$ cat src/rtl/irq_prio_pkg.sv
package irq_prio_pkg;

    // Width of a line-number entry in the source maps
    localparam int unsigned MAP_W = 6;

    // Bits needed to hold 0 .. n
    function automatic int unsigned lvl_bits(input int unsigned n);
        int unsigned w;
        w = 1;
        while ((1 << w) <= n) begin
            w = w + 1;
        end
        return w;
    endfunction

endpackage

$ cat src/rtl/irq_src_map.sv
module irq_src_map
    import irq_prio_pkg::*;
#(
    parameter int unsigned N_LINES  = 12,
    parameter int unsigned N_EXT    = 8,
    parameter int unsigned N_TIMERS = 3,
    parameter logic [N_EXT-1:0][MAP_W-1:0]    EXT_MAP   = '0,
    parameter logic [N_TIMERS-1:0][MAP_W-1:0] TIMER_MAP = '0
) (
    input  logic [N_EXT-1:0]    ext_irq_i,
    input  logic [N_TIMERS-1:0] timer_hit_i,
    output logic [N_LINES-1:0]  raw_o
);

    // One OR tree per line; an entry at or past N_LINES never matches
    for (genvar gi = 0; gi < N_LINES; gi++) begin : g_line
        logic [N_EXT-1:0]    ext_hit;
        logic [N_TIMERS-1:0] tmr_hit;

        always_comb begin
            for (int k = 0; k < N_EXT; k++) begin
                ext_hit[k] = ext_irq_i[k] && (EXT_MAP[k] == MAP_W'(gi));
            end
            for (int j = 0; j < N_TIMERS; j++) begin
                tmr_hit[j] = timer_hit_i[j] && (TIMER_MAP[j] == MAP_W'(gi));
            end
        end

        assign raw_o[gi] = (|ext_hit) | (|tmr_hit);
    end

endmodule

$ cat src/rtl/irq_pend_next.sv
module irq_pend_next #(
    parameter int unsigned        N_LINES   = 12,
    parameter logic [N_LINES-1:0] LINE_EDGE = '0
) (
    input  logic [N_LINES-1:0] pend_q_i,
    input  logic [N_LINES-1:0] prev_q_i,
    input  logic [N_LINES-1:0] raw_i,
    input  logic               clr_we_i,
    input  logic [N_LINES-1:0] clr_mask_i,
    output logic [N_LINES-1:0] pend_d_o
);

    // Each line picks its update rule from the type vector
    for (genvar gi = 0; gi < N_LINES; gi++) begin : g_bit
        if (LINE_EDGE[gi]) begin : g_edge
            logic rise;
            logic kill;
            assign rise = raw_i[gi] & ~prev_q_i[gi];
            assign kill = clr_we_i & clr_mask_i[gi];
            // a fresh rising edge outranks a same-cycle clear
            assign pend_d_o[gi] = rise | (pend_q_i[gi] & ~kill);
        end else begin : g_level
            assign pend_d_o[gi] = raw_i[gi];
        end
    end

endmodule

$ cat src/rtl/irq_level_arb.sv
module irq_level_arb #(
    parameter int unsigned N_LINES  = 12,
    parameter int unsigned N_LEVELS = 5,
    parameter int unsigned LVL_W    = 3,
    parameter logic [N_LEVELS-1:0][N_LINES-1:0] LEVEL_MASK = '0
) (
    input  logic [N_LINES-1:0] elig_i,
    input  logic [LVL_W-1:0]   cur_level_i,
    output logic               req_o,
    output logic [LVL_W-1:0]   level_o
);

    logic [N_LEVELS:1] lvl_hit;

    // Per-level qualification: overlap with eligible set and above the core
    for (genvar gl = 1; gl <= N_LEVELS; gl++) begin : g_lvl
        assign lvl_hit[gl] = (|(LEVEL_MASK[gl-1] & elig_i)) &&
                             (LVL_W'(gl) > cur_level_i);
    end

    // Downward scan: the first hit from the top wins
    always_comb begin
        req_o   = 1'b0;
        level_o = '0;
        for (int l = N_LEVELS; l >= 1; l--) begin
            if (!req_o && lvl_hit[l]) begin
                req_o   = 1'b1;
                level_o = LVL_W'(l);
            end
        end
    end

endmodule

$ cat src/rtl/irq_prio_ctrl.sv
module irq_prio_ctrl
    import irq_prio_pkg::*;
#(
    parameter int unsigned N_LINES  = 12,
    parameter int unsigned N_LEVELS = 5,
    parameter int unsigned N_EXT    = 8,
    parameter int unsigned N_TIMERS = 3,
    parameter logic [N_LINES-1:0] LINE_EDGE = 12'b0110_0100_0100,
    parameter logic [N_LEVELS-1:0][N_LINES-1:0] LEVEL_MASK =
        {12'h800, 12'h600, 12'h180, 12'h070, 12'h00F},
    parameter logic [N_EXT-1:0][MAP_W-1:0] EXT_MAP =
        {6'd11, 6'd10, 6'd8, 6'd7, 6'd4, 6'd3, 6'd1, 6'd0},
    parameter logic [N_TIMERS-1:0][MAP_W-1:0] TIMER_MAP =
        {6'd9, 6'd6, 6'd2},
    localparam int unsigned LVL_W = lvl_bits(N_LEVELS)
) (
    input  logic                clk_i,
    input  logic                rst_ni,
    input  logic [N_EXT-1:0]    ext_irq_i,
    input  logic [N_TIMERS-1:0] timer_hit_i,
    input  logic                en_we_i,
    input  logic [N_LINES-1:0]  en_wdata_i,
    input  logic                clr_we_i,
    input  logic [N_LINES-1:0]  clr_mask_i,
    input  logic [LVL_W-1:0]    cur_level_i,
    output logic                irq_o,
    output logic [LVL_W-1:0]    irq_level_o
);

    typedef struct packed {
        logic [N_LINES-1:0] pend;
        logic [N_LINES-1:0] prev;
        logic [N_LINES-1:0] en;
        logic               irq;
        logic [LVL_W-1:0]   lvl;
    } ctrl_state_t;

    ctrl_state_t st_d, st_q;

    logic [N_LINES-1:0] raw_lines;
    logic [N_LINES-1:0] pend_nxt;
    logic [N_LINES-1:0] elig_nxt;
    logic               req_nxt;
    logic [LVL_W-1:0]   lvl_nxt;
    logic [N_LINES-1:0] pend_q;
    logic [N_LINES-1:0] en_q;

    irq_src_map #(
        .N_LINES   (N_LINES),
        .N_EXT     (N_EXT),
        .N_TIMERS  (N_TIMERS),
        .EXT_MAP   (EXT_MAP),
        .TIMER_MAP (TIMER_MAP)
    ) u_map (
        .ext_irq_i   (ext_irq_i),
        .timer_hit_i (timer_hit_i),
        .raw_o       (raw_lines)
    );

    irq_pend_next #(
        .N_LINES   (N_LINES),
        .LINE_EDGE (LINE_EDGE)
    ) u_pend (
        .pend_q_i   (st_q.pend),
        .prev_q_i   (st_q.prev),
        .raw_i      (raw_lines),
        .clr_we_i   (clr_we_i),
        .clr_mask_i (clr_mask_i),
        .pend_d_o   (pend_nxt)
    );

    // Arbitrate on next-state values so the outputs lag inputs by one edge
    irq_level_arb #(
        .N_LINES    (N_LINES),
        .N_LEVELS   (N_LEVELS),
        .LVL_W      (LVL_W),
        .LEVEL_MASK (LEVEL_MASK)
    ) u_arb (
        .elig_i      (elig_nxt),
        .cur_level_i (cur_level_i),
        .req_o       (req_nxt),
        .level_o     (lvl_nxt)
    );

    always_comb begin
        st_d      = st_q;
        st_d.pend = pend_nxt;
        st_d.prev = raw_lines;
        if (en_we_i) begin
            st_d.en = en_wdata_i;
        end
        elig_nxt  = st_d.pend & st_d.en;
        st_d.irq  = req_nxt;
        st_d.lvl  = lvl_nxt;
    end

    always_ff @(posedge clk_i) begin
        if (!rst_ni) begin
            st_q <= '0;
        end else begin
            st_q <= st_d;
        end
    end

    assign pend_q      = st_q.pend;
    assign en_q        = st_q.en;
    assign irq_o       = st_q.irq;
    assign irq_level_o = st_q.lvl;

endmodule

$ cat config.mk
export PLATFORM = sky130hd
export DESIGN_NAME = irq_prio_ctrl
export DESIGN_NICKNAME = d
export VERILOG_FILES = /design/src/rtl/irq_prio_pkg.sv /design/src/rtl/irq_src_map.sv /design/src/rtl/irq_pend_next.sv /design/src/rtl/irq_level_arb.sv /design/src/rtl/irq_prio_ctrl.sv
export SDC_FILE = /design/constraint.sdc
export NUM_CORES = 1
export LEC_CHECK = 0
export CAP_MARGIN = 20
export CORE_UTILIZATION = 42
export CTS_CLUSTER_DIAMETER = 100
export CTS_CLUSTER_SIZE = 28
export DETAILED_ROUTE_END_ITERATION = 12
export PLACE_DENSITY = 0.85
export SLEW_MARGIN = 10
export SYNTH_ARGS = -nofsm -noshare
export SYNTH_HDL_FRONTEND = slang
export SYNTH_SLANG_ARGS = --single-unit
$ cat constraint.sdc
create_clock -name clk_i -period 3.1 [get_ports clk_i]
set_clock_uncertainty 0.2 [all_clocks]
set_input_delay 0.62 -clock clk_i [delete_from_list [all_inputs] [get_ports clk_i]]
set_output_delay 0.62 -clock clk_i [all_outputs]
set_load 0.01 [all_outputs]
== Word-level counts from Yosys, hierarchy flattened ==
Index checks and enable logic that the tools add are counted.
Storage, ports and cells
  flip-flop bits (word level): 36
  input port bits: 42
  output and inout bits: 4
Operators by class
  $lt $le $gt $ge: 5
  muxes and demuxes: 11
  bitwise logic cells: 26
  reduce and logical (&&, ||, !) cells: 19
Operators by type and width (number)
  $and A1 B1 Y1: 12
  $and A12 B12 Y12: 1
  $mux W12: 1
  $logic_and A1 B1 Y1: 9
  $not A1 Y1: 9
  $reduce_or A4 Y1: 2
  $gt A2 B3 Y1 const A: 2
  $gt A3 B3 Y1 const A: 2
  $mux W1: 6
  $mux W3: 2
  $reduce_or A2 Y1: 3
  $logic_not A1 Y1: 4
  $mux W2: 2
  $or A1 B1 Y1: 4
  $gt A1 B3 Y1 const A: 1
  $reduce_or A3 Y1: 1

== Depth between registers and ports, before layout ==
  word-level depth: 19
  depth in mapped cells: 6
  gate-level depth less buffers: 5

== Hierarchy ==
A second synthesis with hierarchy kept.
Unflattened totals
  cells, all modules: 161
  area, all modules: 1615.3 µm²
Modules (own cells, without submodules)
  irq_prio_ctrl: instances 1, cells an instance 112, area each 1295.0 µm², seq. area each 800.8 µm²
  irq_pend_next: instances 1, cells an instance 20, area each 125.1 µm², seq. area each 0.0 µm²
  irq_level_arb: instances 1, cells an instance 16, area each 101.3 µm², seq. area each 0.0 µm²
  irq_src_map: instances 1, cells an instance 13, area each 93.8 µm², seq. area each 0.0 µm²

== Worst setup path before layout ==
No wires, ideal clock.
  path kind: input-to-reg
  start: in en_we_i
  end: reg st_q, in the netlist irq_o
  library setup time: 0.125 ns
  arrival: 1.837 ns
  slack: 0.938 ns
  stages on the path: 5
  cell sequence: buf_6 mux2_4 a222oi_1 a2111oi_1 o41a_1
Between the ends
  word-level cells in the longest chain between the ends: 16
  elaborated cells between the ends (all ways): 24
RTL lines
  start, declared: line irq_prio_ctrl.sv:21  | input logic en_we_i,
  $mux W12 *: line irq_prio_ctrl.sv:89  | if (en_we_i) begin
  $and A12 B12 Y12 *: line irq_prio_ctrl.sv:92  | elig_nxt = st_d.pend & st_d.en;
  $logic_and A1 B1 Y1: line irq_level_arb.sv:17  | assign lvl_hit[gl] = (|(LEVEL_MASK[gl-1] & elig_i)) &&
  $mux W1: line irq_level_arb.sv:26  | if (!req_o && lvl_hit[l]) begin
  $logic_not A1 Y1: line irq_level_arb.sv:26
  $logic_and A1 B1 Y1: line irq_level_arb.sv:26
  $mux W1: line irq_level_arb.sv:26
  $logic_not A1 Y1: line irq_level_arb.sv:26
  $logic_and A1 B1 Y1: line irq_level_arb.sv:26
  $mux W1: line irq_level_arb.sv:26
  $logic_not A1 Y1: line irq_level_arb.sv:26
  $logic_and A1 B1 Y1: line irq_level_arb.sv:26
  $mux W1: line irq_level_arb.sv:26
  $logic_not A1 Y1: line irq_level_arb.sv:26
  $logic_and A1 B1 Y1: line irq_level_arb.sv:26
  $mux W1 *: line irq_level_arb.sv:26
  end signal, assigned: line irq_prio_ctrl.sv:101  | st_q <= st_d;
  end, declared: line irq_prio_ctrl.sv:38  | ctrl_state_t st_d, st_q;
Every way passes the cells marked *; elsewhere a longest branch is shown, timed or not.
A chain may end at the register's enable or synchronous reset.

== Worst setup path in the final report ==
Same ends and word-level chain as after synthesis.

==> metrics.txt <==
CTS tree=done; GR Overflow Total=0; CTS Sinks=23; switch share=22.81%; Finish-stage setup viols=0; CP Data Required Time=3.10 ns; Crit. End Element=register; Clock Tree Root=clkbuf_4; GPL Wtd Cong=0.8674; Hold Path Cell Cnt=2; Total Routing Usage GR=17.34%; flops & latches, synth=23; vias in the first global route=818; Yosys top cell area share=48.17%; Rel. slew slack=60.49%; clk_lat worst skew=0.31 ns; leakage=0.5382 nW; Period minus WS final=2.615 ns; Die Height=49.71 um; Post-Synthesis Cells=94; Syn Nets=136; crit path launch type=input port; WHS Endpoint=en_q[6]; initial antenna violation count=0; status=completed; Vias=784; Worst Hold Launch=en_q[6]; Max VDD drop=0.2633 mV; Via density=5.026; Pins Over Slew Limit=0; Crit Path Class=in2reg; share of power burned in registers=56.6%; YS warnings=0; Max Fanout on Critical Path=7; Avg Cell Area, Syn=10.17 um^2; met1 Usage GRT=19.04%; Reg2Reg Launch Point=en_q[1]; R2R depth=4; count of cell types in the netlist=29; Gate power share=19.5%; # hold bufs at CTS=0; post-CTS sizing=0; actual slew at the worst max-slew pin=0.5908 ns; hpwl dp=1472 um; GR Layer Usage met2=31.98%; Switch Pwr=0.0001286 W; Initial DRC Count=8; clk slew on worst S/H paths=0.12 ns; Total Wirelength=1887 um; Clock power frac=23.9%; FF-to-FF End=irq_o; initial core utilization=46.81%; Seq/Total Area, Yosys=48.17%; reg2reg setup slack=1.26 ns; die footprint=0.002471 mm^2; first-pass GRT wire length=3236 um; DRT antenna net count=0; die width=49.71 um; Int Pwr=0.0004351 W; DR pass1 iterations=4; leading area contributor after synthesis=dfxtp_1; residual DRC count=0; Peak Freq=382.4 MHz; Pwr Density=419.9 mW/mm^2; largest net degree at the start of global routing=24; final instance area=0.001343 mm^2; Hold Fails Final Rpt=0; Arr. time, crit path=2.62 ns; Antenna Cells=0; Num CTS Buffers=3; H-tree Lvls=1; dpl cell area=0.001316 mm^2; Setup TNS=0 ns; Longest Clk Path Bufs=2; wire per inst=12.10 um; Ports=46; met3 Track Usage GR=2.778%; share of cells above drive strength 1=5.426%; Area Growth Syn to Fin=40.45%; Core ar.=0.002042 mm^2; final net count=172; Rows=16; setup repair bufs after CTS=0; RSZ-0062 raised after global routing=no; HP Class=reg2reg; area of the mapped netlist=955.9 um^2; max cap viols=0; IO buf count=36; top post-synthesis cells by area=dfxtp_1 (48%), nor2b_1 (8.5%), and2_1 (6.5%); period utilization=84.36%; most used routing layer=met2
==> per-layer routing <==
metal  part of all wire, %  vias to the layer above
li1                      -                      390
met1                    45                      356
met5                     0                        -
met3                   4.6                        5
met2                    48                       33
met4                   2.2                        0
==> synth_stat cells, drive strengths merged <==
cell and n:
a21boi 2, nor2 2, clkbuf 2, buf 4
dfxtp 23, mux2 6, a2111oi 1, nor2b 13
or2 1, a21o 1, nand3b 1, o21a 1
o21ai 3, a222oi 1, nand2 4, o32ai 1
o22ai 1, a21oi 5, mux2i 5, o41a 1
and2 11, o32a 1, and3 2, inv 2
==> per-stage QoR <==
stage / worst slack, ns / total power, W / utilization (%) / hold WS (ns) / std cells
floorplan: 0.9381 / 0.0003786 / - / 0.2647 / 94
global placement: 0.1776 / 0.0004318 / 64.46 / 0.2944 / 152
detailed placement: 0.1471 / 0.0004360 / 64.46 / 0.3052 / 152
CTS: 0.4780 / 0.0005695 / 65.75 / 0.3375 / 156
global route: 0.3990 / 0.0005970 / 65.75 / 0.3510 / 156
finish: 0.4848 / 0.0005637 / 65.75 / 0.3279 / 156
==> kinds of logic (layout without fill, tap and decap cells) <==
| family | count (synthesis) | count (layout) | share of synthesized area [%] |
|---|---|---|---|
| AND/OR/NAND/NOR | 34 | 34 | 20.81 |
| AO/OA/AOI/OAI | 18 | 18 | 13.22 |
| buffers and inverters | 8 | 43 | 5.105 |
| multiplexers | 11 | 11 | 12.70 |
| flip-flops | 23 | 23 | 48.17 |
==> sequential cells by signal, indices dropped and copies added (netlist names) <==
name         count
en_q            11
pend_q           4
st_q             4
irq_level_o      3
irq_o            1
==> worst max-delay path, cell delays in order <==
cell and delay [ns]:
clkdlybuf4s50_1 0.60, buf_4 0.23, mux2_1 0.35, nand2_1 0.07, o21ai_0 0.11, a21o_1 0.21
o41a_1 0.42
==> layout make-up <==
cell class	count	area [um^2]
Sequential cell	23	460.4
Tap cell	27	33.78
Inverter	2	7.507
Clock buffer	4	26.28
Timing Repair Buffer	37	367.9
Fill cell	185	699.4
Multi-Input combinational cell	63	446.7
==> power by group through the flow <==
stage / logic, W / clock network, W / registers [W]
after floorplan: 0.0000534 / 0 / 0.000325
after global placement: 0.000107 / 0 / 0.000325
after detailed placement: 0.000110 / 0 / 0.000326
after CTS: 0.000111 / 0.000140 / 0.000319
after global routing: 0.000120 / 0.000156 / 0.000321
final: 0.000110 / 0.000135 / 0.000319
==> worst max-delay path by stage <==
| stage | startpoint | end | slack [ns] |
|---|---|---|---|
| floorplan | en_we_i | irq_o | 0.94 |
| global placement | en_we_i | irq_o | 0.18 |
| detailed placement | en_we_i | irq_o | 0.15 |
| CTS | en_we_i | irq_o | 0.48 |
| global route | en_we_i | irq_o | 0.40 |
| finish | en_we_i | irq_o | 0.48 |
==> placed cells by master (no fill, tap or decap), types with 2 or more instances in the layout <==
| master | Yosys | final |
|---|---|---|
| o21ai_0 | 3 | 3 |
| mux2_1 | 3 | 3 |
| a21oi_1 | 5 | 5 |
| nor2_1 | 2 | 2 |
| and2_1 | 10 | 10 |
| nor2b_1 | 13 | 13 |
| clkdlybuf4s50_1 | 0 | 36 |
| clkbuf_4 | 0 | 3 |
| nand2_1 | 4 | 4 |
| mux2i_1 | 5 | 5 |
| inv_1 | 2 | 2 |
| and3_1 | 2 | 2 |
| mux2_2 | 2 | 2 |
| dfxtp_1 | 23 | 23 |
Power figures use the tool's default switching activity.
